File: config.mk
export PLATFORM = sky130hd
export DESIGN_NAME = rbt_target
export DESIGN_NICKNAME = d
export VERILOG_FILES = /design/src/rtl/rbt_pkg.sv /design/src/rtl/rbt_decode.sv /design/src/rtl/rbt_stretch.sv /design/src/rtl/rbt_regfile.sv /design/src/rtl/rbt_attn.sv /design/src/rtl/rbt_target.sv
export SDC_FILE = /design/constraint.sdc
export NUM_CORES = 1
export LEC_CHECK = 0
export BUFFER_PORTS_ARGS = -buffer_cell sky130_fd_sc_hd__buf_2
export CAP_MARGIN = 15
export CORE_MARGIN = 2
export CORE_UTILIZATION = 35
export CTS_BUF_LIST = sky130_fd_sc_hd__clkbuf_16
export DETAILED_ROUTE_END_ITERATION = 12
export PLACE_DENSITY = 0.61
export SETUP_SLACK_MARGIN = 0.2
export SYNTH_ARGS = -nofsm -noshare
export SYNTH_HDL_FRONTEND = slang
export SYNTH_SLANG_ARGS = --single-unit
File: constraint.sdc
create_clock -name clk -period 4.3 [get_ports clk]
set_clock_uncertainty 0.2 [all_clocks]
set_input_delay 0.86 -clock clk [delete_from_list [all_inputs] [get_ports clk]]
set_output_delay 0.86 -clock clk [all_outputs]
set_load 0.03 [all_outputs]
File: src/rtl/rbt_pkg.sv
package rbt_pkg;

    localparam int ADDR_W    = 8;
    localparam int DATA_W    = 16;
    localparam int ATTN_W    = 16;
    localparam int FLAG_W    = 3;
    localparam int OFS_W     = 3;
    localparam int NUM_PLAIN = 4;

    typedef enum logic [OFS_W-1:0] {
        OFS_D0   = 3'd0,
        OFS_D1   = 3'd1,
        OFS_D2   = 3'd2,
        OFS_D3   = 3'd3,
        OFS_SLOW = 3'd4,
        OFS_WAIT = 3'd5,
        OFS_TRIG = 3'd6,
        OFS_FLAG = 3'd7
    } rbt_ofs_e;

    typedef enum logic [2:0] {
        CYC_IDLE,
        CYC_READ,
        CYC_WRITE,
        CYC_INIT_INT,
        CYC_INIT_EXT,
        CYC_ILLEGAL
    } rbt_cyc_e;

    typedef struct packed {
        rbt_cyc_e cyc;
        logic     hit;
        rbt_ofs_e ofs;
    } rbt_access_t;

    // Cycle type from the request, write-enable and init bits taken together.
    function automatic rbt_cyc_e cycle_kind(input logic req, input logic we,
                                            input logic init);
        rbt_cyc_e k;
        if (req && init)
            k = CYC_ILLEGAL;
        else if (init)
            k = we ? CYC_INIT_EXT : CYC_INIT_INT;
        else if (req)
            k = we ? CYC_WRITE : CYC_READ;
        else
            k = CYC_IDLE;
        return k;
    endfunction

endpackage

File: src/rtl/rbt_decode.sv
module rbt_decode
    import rbt_pkg::*;
#(
    parameter logic [ADDR_W-1:0] BASE_ADDR = 8'h40
) (
    input  logic              req,
    input  logic              we,
    input  logic              init,
    input  logic [ADDR_W-1:0] addr,
    output rbt_access_t       acc
);
    localparam int TAG_W = ADDR_W - OFS_W;

    always_comb begin
        acc.cyc = cycle_kind(req, we, init);
        acc.hit = (addr[ADDR_W-1:OFS_W] == BASE_ADDR[ADDR_W-1:OFS_W]);
        acc.ofs = rbt_ofs_e'(addr[OFS_W-1:0]);
    end

    // The window must start on an aligned boundary.
    initial begin
        if (BASE_ADDR[OFS_W-1:0] != '0)
            $error("BASE_ADDR must be aligned to the %0d-word window", 1 << OFS_W);
        if (TAG_W < 1)
            $error("address too narrow for the window");
    end

endmodule

File: src/rtl/rbt_stretch.sv
module rbt_stretch #(
    parameter int DLY_W = 5
) (
    input  logic             clk,
    input  logic             rst,
    input  logic             active,
    input  logic [DLY_W-1:0] wait_len,
    output logic             busy,
    output logic             done
);
    logic [DLY_W-1:0] cnt_q;

    assign busy = active && (cnt_q != wait_len);
    assign done = active && !busy;

    always_ff @(posedge clk) begin
        if (rst || !active)
            cnt_q <= '0;
        else if (busy)
            cnt_q <= cnt_q + DLY_W'(1);
        else
            cnt_q <= '0;
    end

endmodule

File: src/rtl/rbt_regfile.sv
module rbt_regfile
    import rbt_pkg::*;
#(
    parameter int DLY_W = 5
) (
    input  logic              clk,
    input  logic              rst,
    input  logic              clear,
    input  logic              wr_en,
    input  rbt_ofs_e          wr_ofs,
    input  logic [DATA_W-1:0] wr_data,
    input  rbt_ofs_e          rd_ofs,
    output logic [DATA_W-1:0] rd_data,
    output logic [DLY_W-1:0]  wait_len,
    output logic [FLAG_W-1:0] flags
);
    logic [DATA_W-1:0] plain_q [NUM_PLAIN];
    logic [DATA_W-1:0] slow_q;
    logic [DLY_W-1:0]  wait_q;
    logic [FLAG_W-1:0] flag_q;

    for (genvar g = 0; g < NUM_PLAIN; g++) begin : g_plain
        always_ff @(posedge clk) begin
            if (rst || clear)
                plain_q[g] <= '0;
            else if (wr_en && (wr_ofs == rbt_ofs_e'(g)))
                plain_q[g] <= wr_data;
        end
    end

    always_ff @(posedge clk) begin
        if (rst || clear) begin
            slow_q <= '0;
            wait_q <= '0;
            flag_q <= '0;
        end else if (wr_en) begin
            case (wr_ofs)
                OFS_SLOW: slow_q <= wr_data;
                OFS_WAIT: wait_q <= wr_data[DLY_W-1:0];
                OFS_FLAG: flag_q <= wr_data[FLAG_W-1:0];
                default:  ;
            endcase
        end
    end

    always_comb begin
        case (rd_ofs)
            OFS_D0:   rd_data = plain_q[0];
            OFS_D1:   rd_data = plain_q[1];
            OFS_D2:   rd_data = plain_q[2];
            OFS_D3:   rd_data = plain_q[3];
            OFS_SLOW: rd_data = slow_q;
            OFS_WAIT: rd_data = {{(DATA_W-DLY_W){1'b0}}, wait_q};
            OFS_FLAG: rd_data = {{(DATA_W-FLAG_W){1'b0}}, flag_q};
            default:  rd_data = '0;
        endcase
    end

    assign wait_len = wait_q;
    assign flags    = flag_q;

endmodule

File: src/rtl/rbt_attn.sv
module rbt_attn
    import rbt_pkg::*;
(
    input  logic              clk,
    input  logic              rst,
    input  logic              fire,
    input  logic [ATTN_W-1:0] bits,
    output logic [ATTN_W-1:0] attn
);
    logic [ATTN_W-1:0] attn_q;

    always_ff @(posedge clk) begin
        if (rst)
            attn_q <= '0;
        else
            attn_q <= fire ? bits : '0;
    end

    assign attn = attn_q;

endmodule

File: src/rtl/rbt_target.sv
module rbt_target
    import rbt_pkg::*;
#(
    parameter logic [7:0] BASE_ADDR = 8'h40,
    parameter int         DLY_W     = 5
) (
    input  logic        clk,
    input  logic        rst,
    input  logic        m_req,
    input  logic        m_we,
    input  logic        m_init,
    input  logic [7:0]  m_addr,
    input  logic [15:0] m_wdata,
    output logic        s_ack,
    output logic        s_busy,
    output logic        s_err,
    output logic [15:0] s_rdata,
    output logic [15:0] attn_set,
    output logic [2:0]  stat_flags
);
    rbt_access_t       acc;
    logic              rd_hit, wr_hit, slow_sel, stretch_busy, stretch_done;
    logic              store_en, clear_all, trig_fire;
    logic [DATA_W-1:0] rd_word;
    logic [DLY_W-1:0]  wait_len;

    rbt_decode #(.BASE_ADDR(BASE_ADDR)) u_decode (
        .req  (m_req),
        .we   (m_we),
        .init (m_init),
        .addr (m_addr),
        .acc  (acc)
    );

    assign rd_hit    = (acc.cyc == CYC_READ)  && acc.hit;
    assign wr_hit    = (acc.cyc == CYC_WRITE) && acc.hit;
    assign slow_sel  = (rd_hit || wr_hit) && (acc.ofs == OFS_SLOW);
    assign clear_all = (acc.cyc == CYC_INIT_EXT) && acc.hit;
    assign trig_fire = wr_hit && (acc.ofs == OFS_TRIG);

    rbt_stretch #(.DLY_W(DLY_W)) u_stretch (
        .clk      (clk),
        .rst      (rst),
        .active   (slow_sel),
        .wait_len (wait_len),
        .busy     (stretch_busy),
        .done     (stretch_done)
    );

    // Slow word commits only on its completing cycle; the rest at once.
    assign store_en = wr_hit && (!slow_sel || stretch_done);

    rbt_regfile #(.DLY_W(DLY_W)) u_regs (
        .clk      (clk),
        .rst      (rst),
        .clear    (clear_all),
        .wr_en    (store_en),
        .wr_ofs   (acc.ofs),
        .wr_data  (m_wdata),
        .rd_ofs   (acc.ofs),
        .rd_data  (rd_word),
        .wait_len (wait_len),
        .flags    (stat_flags)
    );

    rbt_attn u_attn (
        .clk  (clk),
        .rst  (rst),
        .fire (trig_fire),
        .bits (m_wdata),
        .attn (attn_set)
    );

    assign s_ack   = rd_hit || wr_hit;
    assign s_busy  = stretch_busy;
    assign s_err   = rd_hit && (acc.ofs == OFS_TRIG);
    assign s_rdata = (rd_hit && !stretch_busy) ? rd_word : '0;

endmodule

==> results.yml <==
placed_design:
  gp_congestion: 0.7741
  hpwl_um: 8094
  place.port_buffers: 66
  placed_area_mm2: 0.005603
critical_path:
  required_ns: 3.24
  rrSetupSlack_ns: 2.24
  crit_path_end_kind: "primary output"
  worstPathMaxFanout: 16
  r2r_start: "u_regs.wait_len[3]$_SDFFE_PP0P_"
  worstSetupPathType: "in -> out"
  crit_arrival_ns: 2.70
  ff2ff_path_depth: 5
  timing.rr.end: "u_regs.slow_q[6]$_SDFFE_PP0P_"
  start_kind: "input port"
finish:
  final_common_cell: "and2_1"
  synthToLayoutAreaGrowth_pct: 18.31
  nets: 524
  n_antenna_cell: 0
  drive_gt1_share_pct: 25.65
  fin_util_pct: 42.41
  mostFrequentLayoutCells: "and2_1, buf_2, edfxtp_1, dfxtp_1, nand2_1"
  final_area_mm2: 0.005909
timing:
  slew_violations: 0
  hold_viol: 0
  period_share_pct: 87.38
  setup_viol: 0
  rsz0062_at_grt: "no"
  slew_headroom_pct: 38.33
  period_minus_slack_ns: 3.757
  whs_ns: 0.2610
  setup-tns-final_ns: 0
  worstMarginPinSlew_ns: 0.9181
  fmax_ghz: 0.2662
clock_network:
  root_buffer: "clkbuf_16"
  postCtsResizedCells: 0
  cts_buffers: 9
  htree_levels: 3
  postCtsHoldBufs: 0
  clockBufferDepth: 2
  cts.sinks: 109
  cts_tree: "done"
  clk_pin_slew_ns: 0.06
  post_cts_buffers: 0
  clk_latency_ns: 0.35
routing:
  drt_iter0_markers: 251
  wl_um: 12390
  via_count: 3458
  antenna_left: 0
  drc: 0
  wl_per_cell_um: 18.24
  via_per_inst: 5.093
  first_pass_iters: 5
global_routing:
  grt_pass1_wl_um: 19310
  grt_usage_pct: 17.32
  antenna_found_initial: 0
  grt_pass1_vias: 3449
  grt_max_degree: 28
  grt_overflow: 0
synthesis:
  syn_inst: 427
  ys_types: 45
  syn-cell-area_mm2: 0.004995
  yosysWarnings: 0
  avgSynthCellArea_um2: 11.70
  syn_nets: 457
  synth_seq_cells: 109
  ys_seq_area_share_pct: 56.51
power:
  power_per_cell_area_mw_per_mm2: 364.0
  leakage_nw: 2.242
  ir_drop_uv: 183.3
  p_total_mw: 2.151
run:
  max-cap-violations: 0
worst_hold_path:
  hold_class: "reg -> reg"
  whs_path_depth: 2
  holdPathEnd: "u_regs.slow_q[15]$_SDFFE_PP0P_"
  hp-start: "u_regs.slow_q[15]$_SDFFE_PP0P_"
die:
  die-area_mm2: 0.01524
  std_cell_rows: 43
  start_util_pct: 35.84
  die_height_um: 123.5
  fp.dieW_um: 123.5
  fp.coreArea_mm2: 0.01393
  io_pins: 67
status:
  status: "finished clean"
[area by class of cell]
cell class	instances	area (um2)
Timing Repair Buffer	83	470.5
Fill cell	1314	8025
Clock inverter	7	81.33
Sequential cell	109	2823
Tap cell	180	225.2
Multi-Input combinational cell	286	2066
Clock buffer	9	225.2
Inverter	5	18.77
[through the flow]
stage	instances	worst slack (ns)
3_3_place_gp	663	0.6317
2_1_floorplan	427	0.3520
5_1_grt	679	0.3243
6_report	679	0.5428
3_5_place_dp	663	0.5210
4_1_cts	679	0.5123
[Yosys cell counts, drive strengths merged]
cell type   n  area share, %
clkinv      1          0.075
edfxtp     64             38
or2         1           0.13
o21ai      20            2.0
and4        1           0.18
o2bb2ai     4           0.70
and4bb      1           0.25
dfxtp      45             18
inv         4           0.30
ha          1           0.25
nand2      39            3.0
o41ai       1           0.18
clkbuf     17            1.3
a21oi      10            1.0
nand3b      1           0.15
nor3b       2           0.30
mux2i      31            6.2
nand4       2           0.25
nor2b       1           0.13
or4         1           0.15
buf        10            1.1
and2       82             10
xor2        2           0.35
mux2       13            2.9
or3         1           0.13
xnor2       6            1.1
a2111o      1           0.23
nor3       14            1.5
o31ai       2           0.30
nor2        6           0.45
nand2b      1           0.13
mux4        5            2.3
nor4       11            2.2
a22oi       2           0.30
a211oi      1           0.15
nand3      13            1.3
nor4b       3            1.1
a221oi      7            1.2
[flip-flops by register name, summed over array words and instances, names as in the netlist]
register,count
u_regs.plain_q,64
u_attn.attn,16
u_regs.slow_q,16
u_regs.wait_len,5
u_stretch.cnt_q,5
u_regs.flags,3
[per-layer routing]
layer	GRT usage (%)	vias to the layer above	part of all wire [%]
met5	0	-	0
met3	2.768	16	4.6
met2	28.30	86	48
met4	7.813	0	2.4
met1	22.59	1682	45
li1	-	1674	-
[where the power goes]
part	total, mW	switching [mW]	internal, mW
Sequential	1.14	0.00792	1.13
Clock	0.867	0.365	0.502
Combinational	0.144	0.0900	0.0540
[logic make-up after synthesis]
family / after synthesis / share of synthesized area [%]
fa+ha+maj: 1 / 0.2505
xor+xnor: 8 / 1.403
mux: 49 / 11.40
buf+inv: 32 / 2.705
simple gates: 180 / 21.64
compound gates: 48 / 6.087
flops: 109 / 56.51
[worst max-delay path: stages]
cell and delay (ns):
buf_2 0.12, nor4b_4 0.39, nand2_1 0.21, or2_2 0.52
nor4_1 0.35, buf_2 0.25
[how the worst max path moves through the flow]
stage                   start                            endpoint  slack (ns)  cells after the start
floorplan           m_addr[1]  u_regs.plain_q[0][0]$_SDFFCE_PN0P_        0.35                      4
global placement       m_init                          s_rdata[8]        0.63                      6
detailed placement     m_init                         s_rdata[12]        0.52                      6
CTS                    m_init                         s_rdata[12]        0.51                      6
global route           m_init                          s_rdata[8]        0.32                      6
finish                 m_init                          s_rdata[8]        0.54                      6
Note: power is estimated with default switching activity, not from simulation.
